===== config.mk =====
export PLATFORM = sky130hd
export DESIGN_NAME = lbs_link_seq
export DESIGN_NICKNAME = d
export VERILOG_FILES = /design/src/rtl/lbs_pkg.sv /design/src/rtl/lbs_regfile.sv /design/src/rtl/lbs_poll_ctrl.sv /design/src/rtl/lbs_edit_unit.sv /design/src/rtl/lbs_link_seq.sv
export SDC_FILE = /design/constraint.sdc
export NUM_CORES = 1
export LEC_CHECK = 0
export ABC_AREA = 1
export ABC_CLOCK_PERIOD_IN_PS = 5300
export CAP_MARGIN = 20
export CORE_MARGIN = 5
export CORE_UTILIZATION = 45
export DETAILED_ROUTE_END_ITERATION = 8
export HOLD_SLACK_MARGIN = 0.08
export PLACE_DENSITY = 0.77
export SETUP_SLACK_MARGIN = 0.4
export SYNTH_ARGS = -nofsm -noshare
export SYNTH_HDL_FRONTEND = slang
export SYNTH_SLANG_ARGS = --single-unit

===== constraint.sdc =====
create_clock -name clk -period 5.3 [get_ports clk]
set_input_delay 1.59 -clock clk [delete_from_list [all_inputs] [get_ports clk]]
set_output_delay 1.59 -clock clk [all_outputs]
set_load 0.02 [all_outputs]

===== src/rtl/lbs_pkg.sv =====
package lbs_pkg;

    localparam int WORD_W   = 32;
    localparam int NUM_REGS = 5;
    localparam int SEL_W    = 3;
    localparam int STEP_W   = 4;

    localparam logic [STEP_W-1:0] LAST_STEP   = 4'd7;
    localparam logic [STEP_W-1:0] ENABLE_STEP = 4'd8;

    typedef enum logic [SEL_W-1:0] {
        RS_CORECFG = 3'd0,
        RS_CTRL0   = 3'd1,
        RS_CTRL2   = 3'd2,
        RS_LINKCTL = 3'd3,
        RS_CMD     = 3'd4
    } reg_sel_e;

    typedef enum logic [2:0] {
        PH_LAUNCH,
        PH_STEP,
        PH_POLL,
        PH_WAIT,
        PH_ENABLE,
        PH_FINISH,
        PH_IDLE
    } phase_e;

    typedef struct packed {
        reg_sel_e            sel;
        logic [WORD_W-1:0]   clr;
        logic [WORD_W-1:0]   set;
    } edit_t;

    localparam logic [WORD_W-1:0] INIT_CORECFG = 32'h0000_0001;
    localparam logic [WORD_W-1:0] INIT_CTRL0   = 32'h0000_001A;

    function automatic logic [WORD_W-1:0] init_word(int idx);
        case (idx)
            0:       return INIT_CORECFG;
            1:       return INIT_CTRL0;
            default: return '0;
        endcase
    endfunction

    // Bring-up script; the enable edit sits behind the last script step.
    function automatic edit_t script_step(logic [STEP_W-1:0] idx);
        edit_t e;
        case (idx)
            4'd0:    e = '{RS_CORECFG, 32'h0000_0001, 32'h0000_0000};
            4'd1:    e = '{RS_CTRL0,   32'h0000_0000, 32'h0000_0004};
            4'd2:    e = '{RS_CTRL2,   32'hFFFF_FFFF, 32'h0000_0017};
            4'd3:    e = '{RS_CTRL0,   32'h0000_0003, 32'h0000_0001};
            4'd4:    e = '{RS_CTRL0,   32'h0000_0018, 32'h0000_0000};
            4'd5:    e = '{RS_CTRL0,   32'h0000_0000, 32'h0000_0040};
            4'd6:    e = '{RS_CTRL2,   32'h0000_0000, 32'h0000_0040};
            4'd7:    e = '{RS_LINKCTL, 32'h0000_0000, 32'h0000_0020};
            default: e = '{RS_CMD,     32'h0000_0000, 32'h0000_0007};
        endcase
        return e;
    endfunction

    function automatic logic [WORD_W-1:0] apply_edit(logic [WORD_W-1:0] cur, edit_t e);
        return (cur & ~e.clr) | e.set;
    endfunction

    function automatic logic link_is_up(logic [WORD_W-1:0] status, logic [5:0] thr);
        return status[29:24] >= thr;
    endfunction

endpackage


===== src/rtl/lbs_regfile.sv =====
module lbs_regfile
    import lbs_pkg::*;
(
    input  logic                               clk,
    input  logic                               rst,
    input  logic                               we,
    input  reg_sel_e                           sel,
    input  logic [WORD_W-1:0]                  wdata,
    output logic [WORD_W-1:0]                  rdata,
    output logic [NUM_REGS-1:0][WORD_W-1:0]    words
);

    always_ff @(posedge clk) begin
        for (int i = 0; i < NUM_REGS; i++) begin
            if (rst) begin
                words[i] <= init_word(i);
            end else if (we && int'(sel) == i) begin
                words[i] <= wdata;
            end
        end
    end

    always_comb begin
        rdata = '0;
        for (int i = 0; i < NUM_REGS; i++) begin
            if (int'(sel) == i) begin
                rdata = words[i];
            end
        end
    end

endmodule


===== src/rtl/lbs_poll_ctrl.sv =====
module lbs_poll_ctrl #(
    parameter int unsigned POLL_GAP   = 16,
    parameter int unsigned POLL_LIMIT = 10
) (
    input  logic clk,
    input  logic rst,
    input  logic clear,
    input  logic miss,
    input  logic waiting,
    output logic gap_expired,
    output logic tries_spent
);

    localparam int GAP_W = $clog2(POLL_GAP + 1);
    localparam int TRY_W = $clog2(POLL_LIMIT + 1);
    localparam logic [GAP_W-1:0] GAP_LOAD = GAP_W'(POLL_GAP - 1);
    localparam logic [TRY_W-1:0] TRY_LAST = TRY_W'(POLL_LIMIT - 1);

    logic [GAP_W-1:0] gap_q;
    logic [TRY_W-1:0] try_q;

    always_ff @(posedge clk) begin
        if (rst || clear) begin
            gap_q <= '0;
            try_q <= '0;
        end else if (miss) begin
            gap_q <= GAP_LOAD;
            try_q <= try_q + 1'b1;
        end else if (waiting && gap_q != '0) begin
            gap_q <= gap_q - 1'b1;
        end
    end

    assign gap_expired = (gap_q == '0);
    assign tries_spent = (try_q == TRY_LAST);

endmodule


===== src/rtl/lbs_edit_unit.sv =====
module lbs_edit_unit
    import lbs_pkg::*;
(
    input  phase_e              phase,
    input  logic [STEP_W-1:0]   step_idx,
    input  logic [WORD_W-1:0]   cur_word,
    output logic                we,
    output reg_sel_e            sel,
    output logic [WORD_W-1:0]   new_word
);

    edit_t e;

    always_comb begin
        e        = script_step((phase == PH_ENABLE) ? ENABLE_STEP : step_idx);
        we       = (phase == PH_STEP) || (phase == PH_ENABLE);
        sel      = e.sel;
        new_word = apply_edit(cur_word, e);
    end

endmodule


===== src/rtl/lbs_link_seq.sv =====
module lbs_link_seq
    import lbs_pkg::*;
#(
    parameter int unsigned POLL_GAP      = 16,
    parameter int unsigned POLL_LIMIT    = 10,
    parameter logic [5:0]  LINK_UP_STATE = 6'h10
) (
    input  logic        clk,
    input  logic        rst,
    input  logic        start,
    input  logic [31:0] ltssm_status,
    output logic        wr_valid,
    output logic [2:0]  wr_sel,
    output logic [31:0] wr_data,
    output logic [31:0] core_cfg,
    output logic [31:0] ctrl0,
    output logic [31:0] ctrl2,
    output logic [31:0] link_ctl,
    output logic [31:0] cmd,
    output logic        busy,
    output logic        done,
    output logic        link_ok
);

    phase_e                             phase_q;
    logic [STEP_W-1:0]                  step_q;
    logic                               ok_q;
    logic                               link_up;
    logic                               miss;
    logic                               gap_expired;
    logic                               tries_spent;
    logic                               edit_we;
    reg_sel_e                           edit_sel;
    logic [WORD_W-1:0]                  edit_word;
    logic [WORD_W-1:0]                  cur_word;
    logic [NUM_REGS-1:0][WORD_W-1:0]    words;

    assign link_up = link_is_up(ltssm_status, LINK_UP_STATE);
    assign miss    = (phase_q == PH_POLL) && !link_up;

    lbs_edit_unit u_edit (
        .phase    (phase_q),
        .step_idx (step_q),
        .cur_word (cur_word),
        .we       (edit_we),
        .sel      (edit_sel),
        .new_word (edit_word)
    );

    lbs_regfile u_regs (
        .clk   (clk),
        .rst   (rst),
        .we    (edit_we),
        .sel   (edit_sel),
        .wdata (edit_word),
        .rdata (cur_word),
        .words (words)
    );

    lbs_poll_ctrl #(
        .POLL_GAP   (POLL_GAP),
        .POLL_LIMIT (POLL_LIMIT)
    ) u_poll (
        .clk         (clk),
        .rst         (rst),
        .clear       (phase_q == PH_STEP),
        .miss        (miss),
        .waiting     (phase_q == PH_WAIT),
        .gap_expired (gap_expired),
        .tries_spent (tries_spent)
    );

    always_ff @(posedge clk) begin
        if (rst) begin
            phase_q <= PH_LAUNCH;
            step_q  <= '0;
            ok_q    <= 1'b0;
        end else if (start) begin
            phase_q <= PH_STEP;
            step_q  <= '0;
            ok_q    <= 1'b0;
        end else begin
            case (phase_q)
                PH_LAUNCH: begin
                    phase_q <= PH_STEP;
                    step_q  <= '0;
                end
                PH_STEP: begin
                    if (step_q == LAST_STEP) phase_q <= PH_POLL;
                    else                     step_q  <= step_q + 1'b1;
                end
                PH_POLL: begin
                    if (link_up)          phase_q <= PH_ENABLE;
                    else if (tries_spent) phase_q <= PH_FINISH;
                    else                  phase_q <= PH_WAIT;
                end
                PH_WAIT: begin
                    if (gap_expired) phase_q <= PH_POLL;
                end
                PH_ENABLE: begin
                    phase_q <= PH_FINISH;
                    ok_q    <= 1'b1;
                end
                PH_FINISH: phase_q <= PH_IDLE;
                default:   phase_q <= PH_IDLE;
            endcase
        end
    end

    assign wr_valid = edit_we;
    assign wr_sel   = edit_sel;
    assign wr_data  = edit_word;
    assign core_cfg = words[0];
    assign ctrl0    = words[1];
    assign ctrl2    = words[2];
    assign link_ctl = words[3];
    assign cmd      = words[4];
    assign busy     = (phase_q != PH_IDLE);
    assign done     = (phase_q == PH_FINISH);
    assign link_ok  = ok_q;

endmodule


# [Word-level counts from Yosys, hierarchy flattened]
# Memories as Yosys holds them, arrays and structs flattened.
# Index checks and enable logic that the tools add are counted.
[word_totals] reg_bits=177 romBits=320 input_bits=35 wordCells=75 mem_count=1
[classes] n_addsub=3 order_cmp=1 n_eq_ne=17 n_mux=17 bitwise=3 n_reduce_logical=21
[mem_list] name="(name not given)" words=8 width=40 rd=1 rd_clocked_by_memory_dff=0 wr=0 line_no="lbs_pkg.sv:49" source="case (idx)"
[op_table] operator="2-to-1 mux 32 bit" count=5
[op_table] operator="2-to-1 mux 67 bit" count=1
[op_table] operator="bitwise AND 32 bit" count=1
[op_table] operator="NOT 32 bit" count=1
[op_table] operator="bitwise OR 32 bit" count=1
[op_table] operator="2-to-1 mux 4 bit" count=4
[op_table] operator="== test 3 bit, second input constant" count=5
[op_table] operator="one-hot mux 3 bit (5 select lines)" count=1
[op_table] operator="2-to-1 mux 3 bit" count=4
[op_table] operator="== test 3 x 2 -> 1 bit, second input constant" count=3
[op_table] operator="!= test 3 bit, second input constant" count=3
[op_table] operator="adder 4 x 1 -> 4 bit, second input constant" count=2
[op_table] operator="one-hot mux 4 bit (2 select lines)" count=1
[op_table] operator="logical AND 1 bit" count=7
[op_table] operator=">= comparator 6 x 5 -> 1 bit, second input constant" count=1
[op_table] operator="logical NOT 3 bit" count=2
[op_table] operator="!= test 2 bit, second input constant" count=3
[op_table] operator="AND reduction 2 bit" count=3
[op_table] operator="logical NOT 5 bit" count=1
[op_table] operator="nonzero test 5 bit" count=1
[op_table] operator="subtractor 5 x 1 -> 5 bit, second input constant" count=1
[op_table] operator="== test 4 x 3 -> 1 bit, second input constant" count=1
[op_table] operator="== test 4 bit, second input constant" count=1
[op_table] operator="nonzero test 2 bit" count=2
[op_table] operator="5 further kinds" count=7

# [Logic depth before layout (Yosys ltp)]
# Gate-level depths: netlist of run 1.
# An unclocked memory read counts as a cell.
[logic_depth] ltp_word=12 depth_mapped=18 mapped_depth_nobuf=16

# [By module]
# From an unflattened synthesis of run 1, not the netlist that was laid out.
[hier_totals] hier_cells=1315 hier_area_um2=8493.1
[by_module_without_submodules] module="lbs_regfile" n_inst=1 cells_per_inst=1085 area_per_inst_um2=7096.8
[by_module_without_submodules] module="lbs_edit_unit" n_inst=1 cells_per_inst=98 area_per_inst_um2=484.2
[by_module_without_submodules] module="lbs_poll_ctrl" n_inst=1 cells_per_inst=65 area_per_inst_um2=464.2
[by_module_without_submodules] module="lbs_link_seq" n_inst=1 cells_per_inst=67 area_per_inst_um2=447.9

# [Least setup slack after synthesis of run 1]
# OpenSTA, ideal clock, no wires.
[synth_path] path_type="reg-to-output" start="register phase_q[1]" end="output port wr_data[10]" arrival_ps=2201 setup_slack_ps=1509 stages_incl_launch_ff=17 path_cell_list="dfxtp_1 buf_4 nor2_4 nand2_4 nand2_1 inv_1 ha_1 nor2_2 inv_1 nor2_2 nand2_2 inv_4 buf_6 nand2_1 o211ai_1 nand2_1 nand2_1"
[synth_via] elab_chain_cells=12 elab_cells_between_ends=17
[synth_rtl] item="from (decl)" line_no="lbs_link_seq.sv:25" source="phase_e phase_q;"
[synth_rtl] item="from (signal assigned)" line_no="lbs_link_seq.sv:75" source="phase_q <= PH_LAUNCH;"
[synth_rtl] item="from (signal assigned)" line_no="lbs_link_seq.sv:79" source="phase_q <= PH_STEP;"
[synth_rtl] item="from (signal assigned)" line_no="lbs_link_seq.sv:85" source="phase_q <= PH_STEP;"
[synth_rtl] item="== test 3 bit *" line_no="lbs_edit_unit.sv:15" source="e = script_step((phase == PH_ENABLE) ? ENABLE_STEP : step_idx);"
[synth_rtl] item="2-to-1 mux 4 bit *" line_no="lbs_edit_unit.sv:15"
[synth_rtl] item="memory (8 x 40 bit)"
[synth_rtl] item="2-to-1 mux 67 bit *" line_no="lbs_pkg.sv:49"
[synth_rtl] item="logical NOT 3 bit" line_no="lbs_regfile.sv:26" source="if (int'(sel) == i) begin"
[synth_rtl] item="2-to-1 mux 32 bit (5 in a row)" line_no="lbs_regfile.sv:26"
[synth_rtl] item="bitwise AND 32 bit *" line_no="lbs_pkg.sv:64" source="return (cur & ~e.clr) | e.set;"
[synth_rtl] item="bitwise OR 32 bit *" line_no="lbs_pkg.sv:64"
[synth_rtl] item="to (decl)" line_no="lbs_link_seq.sv:14" source="output logic [31:0] wr_data,"
# Every way passes the cells marked *; elsewhere a longest branch is shown, timed or not.

# [Final worst setup path of run 1]
[layout_path] start="register phase_q[1]" end="output port wr_data[23]"
# The elaborated chain is that of the path after synthesis.

==> out/metrics.yaml, run 1 <==
arrival_ns: 3.14
slowest_delay_ns: 0.60
syn_to_final_growth_pct: 35.6
num_vias: 7695
synth.distinct_cells: 38
dieArea_mm2: 0.0204
synth_top_area_share_pct: 44.6
reg2reg_depth: 14
drv_cap: 0
clk_latency_ns: 0.43
status: "finished clean"
syn_nets: 1190
insertedDiodeCount: 0
antenna_found_initial: 0
path_class: "reg -> out"
yosys_register_bits: 177
cts.sinks: 177
fin_crit_sh_pct: 89.3
synth_area_leaders: "dfxtp_1 (45%), nand2_1 (13%), inv_1 (10%), nor2_1 (7.1%), nand3_1 (5.5%)"
synthArstFlopShare_pct: 0
maxSlewHeadroom_pct: 31.8
hold_buffers: 0
netlist_area_mm2: 0.00794
layoutNonFillerInstCount: 1570
track_usage_pct: 23.8
rr_endpoint: "u_regs.words[127]"
synth_edf_count: 0
hp-class: "reg -> reg"
cts_buffers: 17
core_area_mm2: 0.0173
worst_pin_slew_ns: 1.02
yosysTopAreaCell: "dfxtp_1"
post-route-min-period_ns: 4.73
slew_viol_final: 0
drc: 0
die_w_um: 143
cpMaxStageDelayCell: "clkdlybuf4s50_1"
min-delay-start: "u_regs.words[133]"
postSynthCellCount: 1149
fin_setup_tns_ns: 0
h-tree-depth: 4
final_common_cell: "nand2_1"
io_buffers: 203
wl_per_cell_um: 15.5
dpl.hpwl_mm: 15.9
rrSetupSlack_ns: 1.71
routed_wl_mm: 24.4
hold_end: "u_regs.words[133]"
mostFrequentLayoutCells: "nand2_1 (274), inv_1 (217), dfxtp_1 (175), clkdlybuf4s50_1 (174), nor2_1 (151)"
grt_pass1_vias: 7227
grt_max_degree: 97
synth_area_per_cell_um2: 6.91
cp_cell_sequence: "nor2_4 > nand2_4 > nand2_1 > inv_1 > ha_2 > nor2_4 > inv_1 > nor2_4 > nand2_4 > inv_8 > nand2_1 > o211ai_1 > nand2_1 > nand2_1 > clkdlybuf4s50_1"
grt_overflow_total: 0
hold_viol: 0
initial_core_util_pct: 45.9
ant_nets: 0
end_kind: "output port"
setup_viol: 0
ys.flop_type: "dfxtp_1"
reg2reg_from: "phase_q[1]"
clkSlewWorstSetupHoldPaths_ns: 0.06
viasPerCell: 4.90
startpoint_type: "flip-flop"
root_buffer: "clkbuf_16"
gp_congestion: 0.921
crit_fanout: 13
cts_buffer_depth: 2
max_freq_ghz: 0.211
num_rows: 48
synth_warnings: 0
grt_pass1_wl_mm: 38.1
cellLeakagePower_nw: 5.03
path_common_cell: "nand2_1"
ir_drop_uv: 218
dr.pass1.iters: 5
drt_iter0_markers: 374
hold_depth: 2
num_io_pins: 234
drive_gt1_share_pct: 5.58
cts_tree: "yes"
ys_seq_area_share_pct: 44.6
rsz0062_at_grt: "no"
die_y_um: 143
power_density_mw_per_mm2: 273
dp.cells: 1535
skew_ns: 0.0102
cp.required_ns: 3.71
nets: 1373
how the worst max path moves through the flow:
| stage | start | to | cells after the start |
|---|---|---|---|
| floorplan | phase_q[1] | wr_data[10] | 16 |
| global placement | phase_q[1] | wr_data[5] | 16 |
| detailed placement | phase_q[1] | wr_data[5] | 16 |
| CTS | phase_q[0] | wr_data[5] | 16 |
| global route | phase_q[1] | wr_data[23] | 15 |
| finish | phase_q[1] | wr_data[23] | 15 |
state kept, by name, indices dropped and copies added (netlist names):
| signal | cells |
|---|---|
| u_poll.gap_q | 5 |
| u_poll.try_q | 4 |
| u_regs.words | 160 |
| step_q | 4 |
| phase_q | 3 |
| link_ok | 1 |
metal layers:
metal  part of all wire [%]  GRT usage (%)  vias up
met2                     46           38.9      282
met1                     41           28.7     3469
met3                    9.7           8.51       51
li1                       -              -     3893
met4                    2.9           9.10        0
met5                      0              0        -
timing repair:
item | in CTS | in global routing
pin swaps | 1 | 0
buffers inserted | 2 | 0
cloned | 1 | 0
gates resized for setup | 28 | 16
endpoints found under the setup margin | 31 | 16
kinds of logic after synthesis:
kind of cell / Yosys count / share of synthesized area [%]
simple gates: 551 / 29.6
buf+inv: 276 / 13.7
flops: 177 / 44.6
compound gates: 138 / 11.0
fa+ha+maj: 6 / 0.946
xor+xnor: 1 / 0.110
per-stage QoR:
stage | instance area [um2] | power, mW | setup slack [ns] | utilization (%) | hold WS, ns
global placement | 10100 | 1.64 | 0.517 | 58.2 | 0.424
floorplan | 7940 | 1.55 | 1.51 | - | 0.429
global route | 10800 | 3.04 | 0.405 | 62.2 | 0.458
CTS | 10700 | 2.96 | 0.251 | 61.9 | 0.439
detailed placement | 10100 | 1.64 | 0.492 | 58.2 | 0.428
finish | 10800 | 2.93 | 0.569 | 62.2 | 0.439
layout make-up:
class,instances,area [um2]
clock buffers,20,467
clock inverters,12,155
fillers,1614,6540
inverters,228,868
multi-input cells,696,3330
flip-flops and latches,177,3550
well taps,225,282
repair buffers,211,2100
repair inverters,1,11.3
critical path: cells and delay by family (launching register included):
kind | cells | cell delay, ns
compound gates | 1 | 0.08
fa+ha+maj | 1 | 0.20
buf+inv | 4 | 0.92
flops | 1 | 0.38
simple gates | 9 | 1.15
where the power goes:
| group | switching, mW | internal, mW | total (mW) |
|---|---|---|---|
| combinational | 0.172 | 0.0869 | 0.259 |
| sequential | 0.0121 | 1.34 | 1.36 |
| clock | 0.536 | 0.782 | 1.32 |
cells in the mapped netlist (2+ instances only):
cell type / n
o211ai_1: 23
buf_6: 2
inv_2: 7
o21ai_1: 3
nor2_2: 5
o21ai_0: 16
inv_4: 2
nand2_4: 5
buf_1: 4
nor2_4: 3
nand4_1: 11
o21bai_1: 2
ha_1: 6
inv_1: 218
nor2_1: 151
nand3_1: 87
buf_4: 4
nand2_2: 2
o21a_1: 43
dfxtp_1: 177
a21oi_1: 46
nor2_8: 2
nor3_1: 5
buf_2: 15
clkbuf_1: 23
nand2_1: 275
(Power assumes the default switching activity.)
==> run 2: changes to the inputs <==
ABC_CLOCK_PERIOD_IN_PS = unset   (was 5300)
CTS_BUF_LIST = sky130_fd_sc_hd__clkbuf_4   (was unset)
==> run 2 against run 1 <==
Effect of this change: sequential power about the same; wire length decreased by 1.7%; design area decreased by 3.1%; non-clock buffer count increased by 2; die area unchanged; fmax about the same; sequential share of layout area increased by 1.1 points; largest cell class unchanged.
==> out/metrics.yaml, run 2 (synthesis results as in run 1) <==
n_fill_cell: 1663  # was 1,614
wl_per_cell_um: 15.2  # was 15.5 um
cp_cell_sequence: "nor2_4 > nand2_4 > nand2_4 > ha_2 > nor2_4 > nor2_8 > nand2_8 > nor2_4 > buf_6 > inv_1 > o21ai_0 > inv_1 > nand2_1 > nand2_1 > dlygate4sd2_1"  # was nor2_4 > nand2_4 > nand2_1 > inv_1 > ha_2 > nor2_4 > inv_1 > nor2_4 > nand2_4 > inv_8 > nand2_1 > o211ai_1 > nand2_1 > nand2_1 > clkdlybuf4s50_1
status: "finished clean"  # unchanged
path_class: "reg -> out"  # unchanged
dieArea_mm2: 0.0204  # unchanged
rr_endpoint: "u_regs.words[126]"  # was u_regs.words[127]
viasPerCell: 4.86  # was 4.90
dpl.hpwl_mm: 15.9  # unchanged
drc: 0  # unchanged
path_common_cell: "nor2_4"  # was nand2_1
num_vias: 7643  # was 7,695
ir_drop_uv: 163  # was 218 uV
cp-endpoint: "wr_data[25]"  # was wr_data[23]
mostFrequentLayoutCells: "nand2_1 (274), inv_1 (217), dfxtp_1 (175), clkdlybuf4s50_1 (170), nor2_1 (151)"  # was nand2_1 (274), inv_1 (217), dfxtp_1 (175), clkdlybuf4s50_1 (174), nor2_1 (151)
root_buffer: "clkbuf_4"  # was clkbuf_16
hold_buffers: 0  # unchanged
track_usage_pct: 23.5  # was 23.8%
drv_cap: 0  # unchanged
dr.pass1.iters: 6  # was 5
ant_nets: 0  # unchanged
power_density_mw_per_mm2: 231  # was 273 mW/mm2
crit_cells: 15  # unchanged
num_io_pins: 234  # unchanged
syn_to_final_growth_pct: 31.3  # was 35.6%
crit_buf_inv: 4  # unchanged
grt_pass1_vias: 7111  # was 7,227
crit_fanout: 13  # unchanged
clk_latency_ns: 0.55  # was 0.43 ns
grt_overflow_total: 0  # unchanged
cts_tree: "yes"  # unchanged
rrSetupSlack_ns: 1.84  # was 1.71 ns
num_rows: 48  # unchanged
largest_reg_flops: 160  # unchanged
regMostFlops: "u_regs.words"  # unchanged
pre_cts_slack_ns: 0.492  # unchanged
arrival_ns: 3.14  # about the same
die_y_um: 143  # unchanged
cts_buffer_depth: 2  # unchanged
setup_slack_ns: 0.567  # was 0.569 ns
skew_ns: 0.0133  # was 0.0102 ns
fin_crit_sh_pct: 89.3  # about the same
slew_viol_final: 0  # unchanged
die_w_um: 143  # unchanged
clkSlewWorstSetupHoldPaths_ns: 0.13  # was 0.06 ns
cellLeakagePower_nw: 4.81  # was 5.03 nW
routed_wl_mm: 23.9  # was 24.4 mm
end_kind: "output port"  # unchanged
slowest_delay_ns: 0.40  # was 0.60 ns
grt_pass1_wl_mm: 37.7  # was 38.1 mm
core_area_mm2: 0.0173  # unchanged
grt_max_degree: 97  # unchanged
cp.required_ns: 3.71  # about the same
cpMaxStageDelayCell: "dfxtp_4"  # was clkdlybuf4s50_1
reg2reg_from: "phase_q[1]"  # unchanged
nets: 1375  # was 1,373
drt_iter0_markers: 440  # was 374
drive_gt1_share_pct: 5.72  # was 5.58%
gp_congestion: 0.921  # unchanged
h-tree-depth: 4  # unchanged
maxSlewHeadroom_pct: 30.5  # was 31.8%
cts.sinks: 177  # unchanged
initial_core_util_pct: 45.9  # unchanged
setup_viol: 0  # unchanged
max_freq_ghz: 0.211  # about the same
final_common_cell: "nand2_1"  # unchanged
reg2reg_depth: 14  # unchanged
antenna_found_initial: 1  # was 0
hp-class: "reg -> reg"  # unchanged
hold_viol: 0  # unchanged
fin_setup_tns_ns: 0  # unchanged
path_delay_family: "simple AND/OR/NAND/NOR gates"  # unchanged
cts_buffers: 17  # unchanged
worst_pin_slew_ns: 1.04  # was 1.02 ns
top_regs: "u_regs.words (160), u_poll.gap_q (5)"  # unchanged
startpoint: "phase_q[1]"  # unchanged
rsz0062_at_grt: "yes"  # was no
startpoint_type: "flip-flop"  # unchanged
post-route-min-period_ns: 4.73  # about the same
io_buffers: 203  # unchanged
[run 2: cell count changes in the layout (fill, tap and decap cells not counted), sizes merged]
cell	before	now
buf	9	11
diode	0	1
dlygate4sd2	19	22
inv	230	229
clkdlybuf4s50	174	170
dlymetal6s2s	9	3
clkdlybuf4s15	0	4
clkinv	6	10
[run 2: worst min path at each step]
| stage | start | to | slack [ns] | depth (start not counted) |
|---|---|---|---|---|
| after floorplan | u_poll.gap_q[4] | u_poll.gap_q[4] | 0.43 | 2 |
| after global placement | u_regs.words[139] | u_regs.words[139] | 0.42 | 2 |
| after detailed placement | u_regs.words[12] | u_regs.words[12] | 0.43 | 2 |
| after CTS | u_regs.words[153] | u_regs.words[153] | 0.45 | 2 |
| after global routing | u_regs.words[25] | u_regs.words[25] | 0.47 | 2 |
| final | u_regs.words[7] | u_regs.words[7] | 0.45 | 2 |
[run 2: stage by stage]
| stage | utilization (%) | std cells | cell area [um2] | hold slack (ns) | total power [mW] |
|---|---|---|---|---|---|
| floorplan | - | 1149 | 7940 | 0.429 | 1.55 |
| global placement | 58.2 | 1535 | 10100 | 0.424 | 1.64 |
| detailed placement | 58.2 | 1535 | 10100 | 0.428 | 1.64 |
| CTS | 60.1 | 1570 | 10400 | 0.449 | 2.43 |
| global route | 60.3 | 1573 | 10400 | 0.467 | 2.52 |
| finish | 60.3 | 1573 | 10400 | 0.448 | 2.41 |
[run 2: power by group]
part           leakage [nW]  switching, mW  internal [mW]
Clock                 0.155          0.469          0.324
Combinational          3.23          0.172         0.0844
Sequential             1.43         0.0119           1.34
Total                  4.81          0.652           1.75
[run 2: timing repair]
item / 4_1_cts / 5_1_grt
pin swaps: 1 / 2
setup endpoints to repair: 32 / 28
buffers inserted: 2 / 2
cloned: 1 / 0
resized for setup: 43 / 18
[run 2: routing by layer]
metal / GRT usage [%] / vias to the layer above / wire length, um
met5: 0 / - / 0
met4: 8.50 / 0 / 647
met3: 8.17 / 48 / 2320
met2: 38.0 / 256 / 10900
met1: 29.0 / 3443 / 10100
li1: - / 3896 / -
[run 2: worst reg2reg max path: stages (launching register included)]
cell     delay, ns
dfxtp_4       0.40
nor2_4        0.14
nand2_4       0.12
nand2_4       0.16
ha_2          0.24
nor2_4        0.06
nor2_8        0.16
nand2_8       0.13
nor2_4        0.17
buf_6         0.19
nand2_2       0.41
inv_2         0.89
nand3_1       0.18
nand2_1       0.10
inv_1         0.04
[run 2: area by class of cell]
cell class	count	area (um2)	area share, %
multi-input cells	696	3330	32.0
diodes	1	2.50	0.0240
inverters	228	873	8.38
repair inverters	1	11.3	0.108
repair buffers	213	2080	20.0
flip-flops and latches	177	3550	34.0
clock inverters	15	166	1.60
clock buffers	17	128	1.22
well taps	225	282	2.70
==> run 3: changes to the inputs <==
CORE_UTILIZATION = 44   (was 45)
PLACE_DENSITY = 0.78   (was 0.77)
clock period = 4.1 ns   (was 5.3 ns; I/O delays follow)
==> run 3 against run 2 <==
Effect of this change: clock skew up 0.0064 ns; sequential cell count unchanged; design area up 11%; power up 33%; critical path depth up 4; final cell count up 5.9%; clock power up 26%; sequential power up 29%; sequential share of layout area down 3.3 points; die area up 2.1%.
==> out/metrics.yaml, run 3 (synthesis results as in run 1) <==
utilization_pct: 64.8  # was 60.3%
drive_gt1_share_pct: 17.3  # was 5.72%
crit_cells: 19  # was 15
hold_viol: 0  # unchanged
startpoint_type: "flip-flop"  # unchanged
root_buffer: "clkbuf_4"  # unchanged
wl_per_cell_um: 15.8  # was 15.2 um
worst_pin_slew_ns: 0.993  # was 1.04 ns
drv_cap: 0  # unchanged
path_class: "reg -> out"  # unchanged
hold_buffers: 0  # unchanged
seq_power_share_pct: 54.7  # was 56.4%
max_freq_ghz: 0.254
viasPerCell: 4.93  # was 4.86
dpl.hpwl_mm: 16.4  # was 15.9 mm
fin_crit_sh_pct: 96.1
largest_reg_flops: 160  # unchanged
dieArea_mm2: 0.0208  # was 0.0204 mm2
grt_overflow_total: 0  # unchanged
power_density_mw_per_mm2: 278  # was 231 mW/mm2
seq_area_mm2: 0.00355  # unchanged
drc: 0  # unchanged
rr_endpoint: "u_regs.words[114]"  # was u_regs.words[126]
hp-class: "reg -> reg"  # unchanged
num_rows: 49  # was 48
cts.sinks: 177  # unchanged
cp.required_ns: 2.87  # was 3.71 ns
path_delay_family: "simple AND/OR/NAND/NOR gates"  # unchanged
nets: 1465  # was 1,375
rsz0062_at_grt: "yes"  # unchanged
routed_wl_mm: 26.3  # was 23.9 mm
arrival_ns: 2.71  # was 3.14 ns
num_io_pins: 234  # unchanged
switchingPower_uw: 894  # was 652 uW
grt_max_degree: 82  # was 97
post-route-min-period_ns: 3.94
cts_tree: "yes"  # unchanged
slew_viol_final: 0  # unchanged
final_common_cell: "nand2_1"  # unchanged
track_usage_pct: 24.2  # was 23.5%
h-tree-depth: 4  # unchanged
insertedDiodeCount: 0  # was 1
gp_congestion: 0.852  # was 0.921
status: "finished clean"  # unchanged
grt_pass1_vias: 7666  # was 7,111
cellLeakagePower_nw: 5.27  # was 4.81 nW
intPower_mw: 2.31  # was 1.75 mW
mostFrequentLayoutCells: "nand2_1 (243), inv_1 (210), dfxtp_1 (175), clkdlybuf4s50_1 (168), nor2_1 (146)"  # was nand2_1 (274), inv_1 (217), dfxtp_1 (175), clkdlybuf4s50_1 (170), nor2_1 (151)
rrSetupSlack_ns: 0.27  # was 1.84 ns
initial_core_util_pct: 44.5  # was 45.9%
p_comb_share_pct: 14.3  # was 10.7%
cp-endpoint: "wr_data[22]"  # was wr_data[25]
die_y_um: 144  # was 143 um
dr.pass1.iters: 4  # was 6
crit_fanout: 5  # was 13
clk_latency_ns: 0.58  # was 0.55 ns
cp_cell_sequence: "nor2_4 > nand2_4 > nand2_4 > inv_4 > ha_4 > nor2_4 > buf_12 > nor2_8 > nand2_8 > nor2_4 > buf_6 > buf_8 > buf_6 > nand2_2 > nand2_1 > nor2_1 > nand2_1 > nand2_1 > buf_6"  # was nor2_4 > nand2_4 > nand2_4 > ha_2 > nor2_4 > nor2_8 > nand2_8 > nor2_4 > buf_6 > inv_1 > o21ai_0 > inv_1 > nand2_1 > nand2_1 > dlygate4sd2_1
crit_buf_inv: 6  # was 4
core_area_mm2: 0.0178  # was 0.0173 mm2
maxSlewHeadroom_pct: 33.8  # was 30.5%
p_clk_share_pct: 31.0  # was 33.0%
antenna_found_initial: 0  # was 1
multiInputGateArea_mm2: 0.00350  # was 0.00333 mm2
reg2reg_depth: 34  # was 14
end_kind: "output port"  # unchanged
startpoint: "phase_q[0]"  # was phase_q[1]
skew_ns: 0.0198  # was 0.0133 ns
drt_iter0_markers: 524  # was 440
total_power_mw: 3.21  # was 2.41 mW
ir_drop_uv: 187  # was 163 uV
io_buffers: 203  # unchanged
regMostFlops: "u_regs.words"  # unchanged
cpMaxStageDelayCell: "dfxtp_4"  # unchanged
ant_nets: 0  # unchanged
cts_buffers: 17  # unchanged
clkSlewWorstSetupHoldPaths_ns: 0.13  # about the same
num_vias: 8217  # was 7,643
cts_buffer_depth: 2  # unchanged
die_w_um: 144  # was 143 um
syn_to_final_growth_pct: 45.6  # was 31.3%
grt_pass1_wl_mm: 39.5  # was 37.7 mm
slowest_delay_ns: 0.38  # was 0.40 ns
n_fill_cell: 1510  # was 1,663
swShare_pct: 27.9  # was 27.1%
setup_viol: 0  # unchanged
top_regs: "u_regs.words (160), u_poll.gap_q (5)"  # unchanged
reg2reg_from: "phase_q[0]"  # was phase_q[1]
==> run 3: worst min-delay path by stage <==
stage / startpoint / end / slack, ns / cells past startpoint
6_report: u_regs.words[139] / u_regs.words[139] / 0.45 / 2
5_1_grt: u_regs.words[139] / u_regs.words[139] / 0.46 / 2
4_1_cts: u_regs.words[16] / u_regs.words[16] / 0.45 / 2
3_5_place_dp: u_regs.words[16] / u_regs.words[16] / 0.43 / 2
3_3_place_gp: u_regs.words[57] / u_regs.words[57] / 0.42 / 2
2_1_floorplan: u_poll.gap_q[4] / u_poll.gap_q[4] / 0.43 / 2
==> run 3: metal layers <==
layer,vias up,GRT usage (%),part of all wire [%]
met3,60,8.47,9.5
met5,-,0,0
met1,3751,30.0,41
met2,326,38.2,46
met4,0,10.5,3.1
li1,4080,-,-
==> run 3: power groups by stage <==
stage / Clock, mW / Combinational [mW] / Sequential (mW)
finish: 0.996 / 0.458 / 1.75
floorplan: 0 / 0.195 / 1.81
detailed placement: 0 / 0.346 / 1.79
global route: 1.09 / 0.488 / 1.76
CTS: 1.02 / 0.406 / 1.75
global placement: 0 / 0.344 / 1.79
==> run 3: final cells by class <==
type                            count  area share [%]
Clock buffer                       19            1.23
Clock inverter                     13            1.18
Inverter                          228            7.57
Multi-Input combinational cell    696            30.3
Sequential cell                   177            30.7
Tap cell                          229            2.48
Timing Repair Buffer              304            26.6
==> run 3: through the flow <==
step | area [um2] | TNS [ns] | hold WS [ns] | setup slack (ns) | std cells
floorplan | 7940 | 0 | 0.429 | 0.669 | 1149
global placement | 10200 | 0 | 0.424 | 0.0977 | 1555
detailed placement | 10200 | 0 | 0.428 | 0.0582 | 1555
CTS | 11100 | 0 | 0.449 | 0.147 | 1646
global route | 11600 | -0.0210 | 0.462 | -0.0200 | 1666
finish | 11600 | 0 | 0.447 | 0.162 | 1666
==> run 3: timing repair <==
item                                    CTS  global route
endpoints found under the setup margin   34            36
gates cloned                              2             3
pin swaps                                33            56
setup buffers                            57            17
gates resized for setup                 243            74
==> run 3: tightest hold or removal path, cell delays in order, from the launching register on <==
cell     delay (ns)
dfxtp_1        0.35
inv_1          0.05
nor2_1         0.03
